### src/rtl/fsg_pkg.sv
package fsg_pkg;
    localparam int STAT_W = 16;
    localparam int B_WIP  = 0;
    localparam int B_WEL  = 1;
    localparam int B_CMP  = 14;
    localparam logic [STAT_W-1:0] WR_MASK = 16'hE7FC;

    typedef enum logic { ST_IDLE, ST_BUSY } fsm_e;

    typedef enum logic [2:0] {
        K_NONE, K_WREN, K_WRDI, K_WRSR, K_ARRAY, K_CHIP
    } cmd_kind_e;

    function automatic logic srp_permits(input logic [1:0] srp, input logic wp_n);
        logic ok;
        case (srp)
            2'b00:   ok = 1'b1;
            2'b01:   ok = wp_n;
            default: ok = 1'b0;
        endcase
        return ok;
    endfunction
endpackage

### src/rtl/fsg_gate.sv
module fsg_gate
    import fsg_pkg::*;
(
    input  logic              pwr_cycle,
    input  logic              idle,
    input  logic              wp_n,
    input  logic              region_protected,
    input  logic              cmd_wren,
    input  logic              cmd_wrdi,
    input  logic              cmd_wrsr,
    input  logic              cmd_pp,
    input  logic              cmd_se,
    input  logic              cmd_be,
    input  logic              cmd_ce,
    input  logic [STAT_W-1:0] stat,
    output cmd_kind_e         kind,
    output logic              accept,
    output logic              reject
);
    logic allowed;
    logic live;

    always_comb begin
        if (cmd_wren)                        kind = K_WREN;
        else if (cmd_wrdi)                   kind = K_WRDI;
        else if (cmd_wrsr)                   kind = K_WRSR;
        else if (cmd_pp || cmd_se || cmd_be) kind = K_ARRAY;
        else if (cmd_ce)                     kind = K_CHIP;
        else                                 kind = K_NONE;
    end

    always_comb begin
        unique case (kind)
            K_NONE:  allowed = 1'b0;
            K_WREN:  allowed = 1'b1;
            K_WRDI:  allowed = 1'b1;
            K_WRSR:  allowed = stat[B_WEL] && srp_permits(stat[8:7], wp_n);
            K_ARRAY: allowed = stat[B_WEL] && !region_protected;
            K_CHIP:  allowed = stat[B_WEL] && (stat[4:2] == 3'b000) && !stat[B_CMP];
            default: allowed = 1'b0;
        endcase
    end

    assign live   = (kind != K_NONE) && !pwr_cycle;
    assign accept = live && idle && allowed;
    assign reject = live && !accept;
endmodule

### src/rtl/fsg_timer.sv
module fsg_timer #(
    parameter int CYCLES = 8
) (
    input  logic clk,
    input  logic rst_n,
    input  logic clear,
    input  logic start,
    input  logic run,
    output logic done
);
    localparam int CW = (CYCLES < 2) ? 1 : $clog2(CYCLES);
    localparam logic [CW-1:0] LAST = CW'(CYCLES - 1);

    logic [CW-1:0] cnt_q;

    always_ff @(posedge clk) begin
        if (!rst_n)             cnt_q <= '0;
        else if (clear || start) cnt_q <= '0;
        else if (run)           cnt_q <= cnt_q + 1'b1;
    end

    assign done = run && (cnt_q == LAST);
endmodule

### src/rtl/flash_status_guard.sv
module flash_status_guard
    import fsg_pkg::*;
#(
    parameter int OP_CYCLES = 8
) (
    input  logic        clk,
    input  logic        rst_n,
    input  logic        pwr_cycle,
    input  logic        wp_n,
    input  logic        cmd_wren,
    input  logic        cmd_wrdi,
    input  logic        cmd_wrsr,
    input  logic [15:0] wrsr_data,
    input  logic        cmd_pp,
    input  logic        cmd_se,
    input  logic        cmd_be,
    input  logic        cmd_ce,
    input  logic        region_protected,
    output logic        cmd_accept,
    output logic        cmd_reject,
    output logic        busy,
    output logic [15:0] status_q
);
    fsm_e              state_q, state_d;
    cmd_kind_e         kind;
    logic [STAT_W-1:0] ctl_q;
    logic [STAT_W-1:0] pend_q;
    logic              pend_wr_q;
    logic              wel_q;
    logic              op_done;
    logic              go_busy;
    logic              acc;

    fsg_gate u_gate (
        .pwr_cycle        (pwr_cycle),
        .idle             (state_q == ST_IDLE),
        .wp_n             (wp_n),
        .region_protected (region_protected),
        .cmd_wren         (cmd_wren),
        .cmd_wrdi         (cmd_wrdi),
        .cmd_wrsr         (cmd_wrsr),
        .cmd_pp           (cmd_pp),
        .cmd_se           (cmd_se),
        .cmd_be           (cmd_be),
        .cmd_ce           (cmd_ce),
        .stat             (status_q),
        .kind             (kind),
        .accept           (acc),
        .reject           (cmd_reject)
    );

    assign go_busy = acc && (kind == K_WRSR || kind == K_ARRAY || kind == K_CHIP);

    fsg_timer #(.CYCLES(OP_CYCLES)) u_timer (
        .clk   (clk),
        .rst_n (rst_n),
        .clear (pwr_cycle),
        .start (go_busy),
        .run   (state_q == ST_BUSY),
        .done  (op_done)
    );

    // next state
    always_comb begin
        state_d = state_q;
        unique case (state_q)
            ST_IDLE: if (go_busy) state_d = ST_BUSY;
            ST_BUSY: if (op_done) state_d = ST_IDLE;
            default: state_d = ST_IDLE;
        endcase
        if (pwr_cycle) state_d = ST_IDLE;
    end

    // state register
    always_ff @(posedge clk) begin
        if (!rst_n) state_q <= ST_IDLE;
        else        state_q <= state_d;
    end

    // status word and pending data
    always_ff @(posedge clk) begin
        if (!rst_n) begin
            ctl_q     <= '0;
            pend_q    <= '0;
            pend_wr_q <= 1'b0;
            wel_q     <= 1'b0;
        end else if (pwr_cycle) begin
            wel_q     <= 1'b0;
            pend_wr_q <= 1'b0;
            if (ctl_q[8:7] == 2'b10) ctl_q[8:7] <= 2'b00;
        end else if (state_q == ST_BUSY && op_done) begin
            wel_q     <= 1'b0;
            pend_wr_q <= 1'b0;
            if (pend_wr_q) ctl_q <= pend_q & WR_MASK;
        end else if (acc) begin
            case (kind)
                K_WREN: wel_q <= 1'b1;
                K_WRDI: wel_q <= 1'b0;
                K_WRSR: begin
                    pend_q    <= wrsr_data;
                    pend_wr_q <= 1'b1;
                end
                default: ;
            endcase
        end
    end

    // outputs
    always_comb begin
        busy       = (state_q == ST_BUSY);
        cmd_accept = acc;
        status_q   = ctl_q;
        status_q[B_WEL] = wel_q;
        status_q[B_WIP] = busy;
    end
endmodule

### config.mk
export PLATFORM = sky130hd
export DESIGN_NAME = flash_status_guard
export DESIGN_NICKNAME = d
export VERILOG_FILES = /design/src/rtl/fsg_pkg.sv /design/src/rtl/fsg_gate.sv /design/src/rtl/fsg_timer.sv /design/src/rtl/flash_status_guard.sv
export SDC_FILE = /design/constraint.sdc
export NUM_CORES = 1
export LEC_CHECK = 0
export BUFFER_PORTS_ARGS = -buffer_cell sky130_fd_sc_hd__buf_2
export CORE_MARGIN = 1.5
export CORE_UTILIZATION = 44
export DETAILED_ROUTE_END_ITERATION = 10
export PLACE_DENSITY = 0.71
export SETUP_SLACK_MARGIN = 0.15
export SYNTH_ARGS = -nofsm -noshare
export SYNTH_HDL_FRONTEND = slang
export SYNTH_SLANG_ARGS = --single-unit
### constraint.sdc
create_clock -name clk -period 1.6 [get_ports clk]
set_input_delay 0.24 -clock clk [delete_from_list [all_inputs] [get_ports clk]]
set_output_delay 0.24 -clock clk [all_outputs]
set_load 0.02 [all_outputs]
==> reports/metrics.cfg, run 1 <==
[routing]
dr.pass1.iters = 4
vias_per_cell = 5.07
first_iter_violations = 36
totalWireLength_um = 3140
antenna_left = 0
wl_per_cell_um = 12.9
drc = 0
vias = 1236

[sta]
clock.fmax_mhz = 538
fin_worst_skew_ps = 10.6
report.final.slew_viol_count = 0
fin_crit_sh_pct = 116
period_minus_slack_ps = 1860
hold_viol = 0
rsz0062_at_grt = yes
setup_viol_count_final = 2
setup_slack_ps = -257

[placement]
post-place-ws_ps = -132
placed_cells = 232
port-buffer-count = 40
hpwlAfterDp_um = 2180
gp_congestion = 0.746

[critical_path]
cp-start-kind = flip-flop
r2r_slack_ps = 160
cp.required_ps = 1360
critical_path_class = flip-flop to output port
crit_arrival_ps = 1620
path_max_fanout = 2
cp-end-kind = output port

[clocking]
htreeDepth = 2
cts_made_buffers = 5
clkLatencyLatePin_ps = 330
clk_path_buf_depth = 2
cts_tree = done
path_clk_slew_ps = 100
clockRootBuffer = clkbuf_4
clock-sinks = 30

[yosys]
syn-cell-area_mm2 = 0.00140
syn_area_per_cell_um2 = 9.53
yosysWarnings = 0
syn-instance-count = 147
yosysSeqAreaShare_pct = 42.9
ys_ff_latch = 30
yosys.cell_types.count = 36

[global_routing]
grt-ovfl-total = 0
met2_usage_pct = 34.5
grt_most_used_layer = met2
gr-usage-met1_pct = 21.9
track_usage_pct = 20.6
grt_max_degree = 26
antenna_found_initial = 0
grt_pass1_vias = 1260
grt_first_pass_wirelength_um = 5320
use_met3_pct = 7.64

[floorplan]
die_w_um = 59.4
die_h_um = 59.4
dieArea_mm2 = 0.00353
rows = 20
start_util_pct = 46.3
io_pins = 47
core_mm2 = 0.00303

[hold_path]
hold_path.class = input port to flip-flop

[finish]
final_common_cell = buf_2
layout.nets = 229
syn2layout_area_growth_pct = 34.8
seq_area_um2 = 607
num_antenna_cells = 0
fillCellCount = 263
drive_gt1_share_pct = 42.0
final_cells = 244
multiInputGateArea_um2 = 812
layout_common_cells = buf_2 (38), nand2_1 (25), dfxtp_1 (25)

[outcome]
violations = negative setup slack
status = complete, but fails checks

[pwr]
p_per_area_mw_per_mm2 = 776
p_leak_nw = 0.868
peakVddDrop_uv = 666
p_total_w = 0.00147

[job]
maxCapViolCount = 0

==> per-layer routing <==
| layer | vias to the layer above | routed length, um |
|---|---|---|
| met1 | 575 | 1290 |
| met4 | 0 | 82 |
| met5 | - | 0 |
| met3 | 8 | 207 |
| met2 | 42 | 1560 |
| li1 | 611 | - |
==> synth_stat cells <==
library cell | instances | area share (%)
dfxtp_1 | 30 | 43
nand2_1 | 26 | 7.0
nor2b_1 | 14 | 6.2
mux2i_1 | 12 | 8.6
a21boi_0 | 6 | 3.2
a21boi_1 | 5 | 2.7
inv_1 | 5 | 1.3
nor2_1 | 5 | 1.3
buf_4 | 4 | 2.1
clkbuf_1 | 3 | 0.80
nor3_1 | 3 | 1.1
a21o_1 | 2 | 1.1
a21oi_1 | 2 | 0.71
a32o_1 | 2 | 1.4
and3_1 | 2 | 0.89
buf_6 | 2 | 1.6
ha_1 | 2 | 1.8
o21ai_0 | 2 | 0.71
o31a_1 | 2 | 1.3
or3_1 | 2 | 0.89
a221oi_1 | 1 | 0.63
a22oi_1 | 1 | 0.54
a22oi_2 | 1 | 0.89
and2_1 | 1 | 0.45
buf_2 | 1 | 0.36
conb_1 | 1 | 0.27
nand2b_1 | 1 | 0.45
nand3_1 | 1 | 0.36
nand4_4 | 1 | 1.5
nor4_2 | 1 | 0.89
nor4_4 | 1 | 1.5
nor4b_2 | 1 | 1.1
o311ai_1 | 1 | 0.63
o31ai_2 | 1 | 0.89
o41ai_2 | 1 | 1.2
or3_4 | 1 | 0.80
==> kinds of logic (layout without fill, tap and decap cells) <==
group                      after synthesis  after routing  synth area share [%]
AOI/OAI and AO/OA                       27             27                  15.8
adders and majority gates                2              2                  1.79
buffers and inverters                   15             66                  6.25
DFF                                     30             30                  42.9
muxes                                   12             12                  8.57
other                                    1              2                 0.268
and+or+nand+nor                         60             61                  24.5
==> critical path, cell delays in order (launching register included) <==
cell      delay (ps)
dfxtp_2          340
nor4b_4          260
a22oi_2          140
o311ai_4         250
and2_4           190
buf_6            110
==> flip-flops by register name, indices dropped and copies added, names as in the netlist <==
signal	cells
u_timer.cnt_q	3
busy	1
wel_q	1
pend_wr_q	1
pend_q	12
ctl_q	12
==> worst paths after layout <==
kind                                   start                to  cells after the start
worst min-delay path            wrsr_data[9]         pend_q[9]                      3
worst min register to register    pend_q[14]         ctl_q[14]                      2
worst max-delay path               ctl_q[14]        cmd_accept                      5
worst max register to register     ctl_q[14]  u_timer.cnt_q[1]                      5
==> where the power goes <==
group,switching (W),total (W),internal (W)
Clock,0.000263,0.000587,0.000323
Combinational,0.0000658,0.000130,0.0000637
Sequential,0.00000161,0.000749,0.000748
Total,0.000331,0.00147,0.00113
==> cell type report <==
type                            count  share of cell area (%)
Multi-Input combinational cell    104                    43.0
Sequential cell                    30                    32.1
Timing Repair Buffer               53                    16.9
Tap cell                           44                    2.91
Clock inverter                      3                    2.12
Inverter                            5                   0.993
Clock buffer                        5                    1.99
==> through the flow <==
step                      setup TNS [ps]  hold WS (ps)  utilization [%]  cell area (um^2)
after global routing                -637           151             62.4              1890
after global placement              -138           437             55.6              1680
after CTS                           -761           146             61.8              1870
after floorplan                        0           381                -              1420
final                               -505           162             62.4              1890
after detailed placement            -433           448             55.6              1680
==> repair_timing <==
| item | 4_1_cts | 5_1_grt |
|---|---|---|
| endpoints found under the setup margin | 28 | 21 |
| gates resized for setup | 16 | 3 |
| buffers inserted | 3 | 0 |
| hold buffers | 0 | 0 |
| gates cloned | 1 | 0 |
| endpoints found under the hold margin | 0 | 0 |
| pin swaps | 13 | 9 |
Power figures use the tool's default switching activity.
==> run 2: changes to the inputs <==
- CAP_MARGIN: unset -> 20
- HOLD_SLACK_MARGIN: unset -> 0.06
- PLACE_DENSITY: 0.71 -> 0.74
==> run 2 against run 1 <==
  * The run still ends with negative setup slack left
  * Core utilization rose by 1.8 points
  * Worst setup slack got worse by 91 ps
  * Critical path depth did not move
  * Critical path type unchanged
  * Critical endpoint unchanged
==> reports/metrics.cfg, run 2 (synthesized netlist as in run 1, its figures left out) <==
[outcome]
status = complete, but fails checks  ; unchanged
violations = negative setup slack  ; unchanged

[finish]
final_common_cell = buf_2  ; unchanged
seq_area_um2 = 612  ; was 607 um^2
stdcell_area_mm2 = 0.00194  ; was 0.00189 mm^2
layout_common_cells = buf_2 (39), dfxtp_1 (25), nor2b_1 (14), nand2_1 (14)  ; was buf_2 (38), nand2_1 (25), dfxtp_1 (25)
syn2layout_area_growth_pct = 38.7  ; was 34.8%
layout.nets = 229  ; unchanged
largestRegisters = ctl_q: 12 flops, pend_q: 12 flops, u_timer.cnt_q: 3 flops  ; unchanged
fillCellCount = 242  ; was 263
final_util_pct = 64.2  ; was 62.4%
drive_gt1_share_pct = 49.5  ; was 42.0%
num_antenna_cells = 0  ; unchanged
multiInputGateArea_um2 = 860  ; was 812 um^2

[pwr]
p_seq_share_pct = 55.6  ; was 51.1%
p_leak_nw = 0.890  ; was 0.868 nW
internal-power_w = 0.00102  ; was 0.00113 W
p_per_area_mw_per_mm2 = 691  ; was 776 mW/mm^2
comb_power_share_pct = 9.3  ; was 8.8%
p_switching_w = 0.000328  ; was 0.000331 W
clkPwrFrac_pct = 35.2  ; was 40.0%
swShare_pct = 24.4  ; was 22.6%
peakVddDrop_uv = 491  ; was 666 uV

[floorplan]
dieArea_mm2 = 0.00353  ; unchanged
die_h_um = 59.4  ; unchanged
rows = 20  ; unchanged
io_pins = 47  ; unchanged
start_util_pct = 46.3  ; unchanged
core_mm2 = 0.00303  ; unchanged
die_w_um = 59.4  ; unchanged

[clocking]
htreeDepth = 2  ; unchanged
clock-sinks = 30  ; unchanged
clkLatencyLatePin_ps = 330  ; about the same
path_clk_slew_ps = 90  ; was 100 ps
postCtsHoldBufs = 0  ; unchanged
clockRootBuffer = clkbuf_4  ; unchanged
clk_path_buf_depth = 2  ; unchanged
cts_made_buffers = 5  ; unchanged
cts_tree = done  ; unchanged

[placement]
gp_congestion = 0.735  ; was 0.746
place_area_mm2 = 0.00170  ; was 0.00168 mm^2
port-buffer-count = 40  ; unchanged
hpwlAfterDp_um = 2310  ; was 2180 um
post-place-ws_ps = -137  ; was -132 ps

[routing]
antenna_left = 0  ; unchanged
wl_met1_um = 1450  ; was 1290 um
highest_layer = met4  ; unchanged
totalWireLength_um = 3320  ; was 3140 um
vias = 1231  ; was 1236
wl_per_cell_um = 13.6  ; was 12.9 um
met2RoutedLength_um = 1610  ; was 1560 um
drc = 0  ; unchanged
first_iter_violations = 55  ; was 36
dr.pass1.iters = 4  ; unchanged
wl_met3_um = 178  ; was 207 um
vias_per_cell = 5.05  ; was 5.07

[critical_path]
r2r_end = busy  ; was u_timer.cnt_q[1]
cp.required_ps = 1360  ; about the same
cp-end-kind = output port  ; unchanged
crit_arrival_ps = 1710  ; was 1620 ps
r2r_slack_ps = 110  ; was 160 ps
critical_path_class = flip-flop to output port  ; unchanged
path_max_fanout = 2  ; unchanged
rr_worst_depth = 4  ; was 5
cp-start-kind = flip-flop  ; unchanged
reg2reg_from = ctl_q[14]  ; unchanged
cp-startpoint = ctl_q[14]  ; unchanged

[global_routing]
antenna_found_initial = 0  ; unchanged
grt_pass1_vias = 1203  ; was 1260
track_usage_pct = 21.1  ; was 20.6%
grt_first_pass_wirelength_um = 5480  ; was 5320 um
grt_max_degree = 26  ; unchanged
grt-ovfl-total = 0  ; unchanged

[hold_path]
hold_path.class = input port to flip-flop  ; unchanged
hold_depth = 3  ; unchanged
min_from = wrsr_data[15]  ; was wrsr_data[9]
min_to = pend_q[15]  ; was pend_q[9]

[sta]
fin_worst_skew_ps = 6.33  ; was 10.6 ps
tns_ps = -665  ; was -505 ps
fin_crit_sh_pct = 122  ; was 116%
rsz0062_at_grt = yes  ; unchanged
hold_viol = 0  ; unchanged
period_minus_slack_ps = 1950  ; was 1860 ps
clock.fmax_mhz = 513  ; was 538 MHz
setup_slack_ps = -348  ; was -257 ps
whs_ps = 158  ; was 162 ps
report.final.slew_viol_count = 0  ; unchanged
setup_viol_count_final = 2  ; unchanged

[job]
maxCapViolCount = 0  ; unchanged

[run 2: how the worst max path moves through the flow]
| stage | slack (ps) | end |
|---|---|---|
| after floorplan | 9 | cmd_reject |
| after global placement | -90 | cmd_reject |
| after detailed placement | -140 | cmd_reject |
| after CTS | -420 | cmd_accept |
| after global routing | -420 | cmd_accept |
| final | -350 | cmd_accept |
[run 2: critical path, cell delays in order, from the launching register on]
cell and delay [ps]:
dfxtp_2 350, nor4b_4 280, a22oi_2 130, o311ai_2 300, and2_4 190, buf_4 130
[run 2: metal layers]
metal | track usage (%) | vias up
met3 | 5.46 | 10
met5 | 0 | -
met1 | 24.6 | 575
li1 | - | 607
met2 | 34.7 | 39
met4 | 12.0 | 0
[run 2: area by class of cell]
cell class	count	share of cell area, %
Multi-Input combinational cell	103	44.2
Sequential cell	30	31.5
Timing Repair Buffer	54	17.2
Tap cell	44	2.83
Clock buffer	6	2.64
Inverter	5	0.965
Clock inverter	2	0.644
[run 2: repair_timing]
item	4_1_cts	5_1_grt
buffers inserted	2	0
endpoints found under the setup margin	28	25
pin swaps	28	5
resized for setup	40	7
cloned	0	0
[run 2: per-stage QoR]
stage               power, W  instances
global route         0.00139        244
detailed placement  0.000882        234
finish               0.00134        244
CTS                  0.00137        244
global placement    0.000877        234
floorplan           0.000829        148
[run 2: power groups by stage]
stage	Sequential [W]	Clock [W]	Combinational (W)
after floorplan	0.000766	0	0.0000628
after global placement	0.000767	0	0.000110
after detailed placement	0.000767	0	0.000115
after CTS	0.000750	0.000493	0.000123
after global routing	0.000747	0.000510	0.000135
final	0.000746	0.000472	0.000125
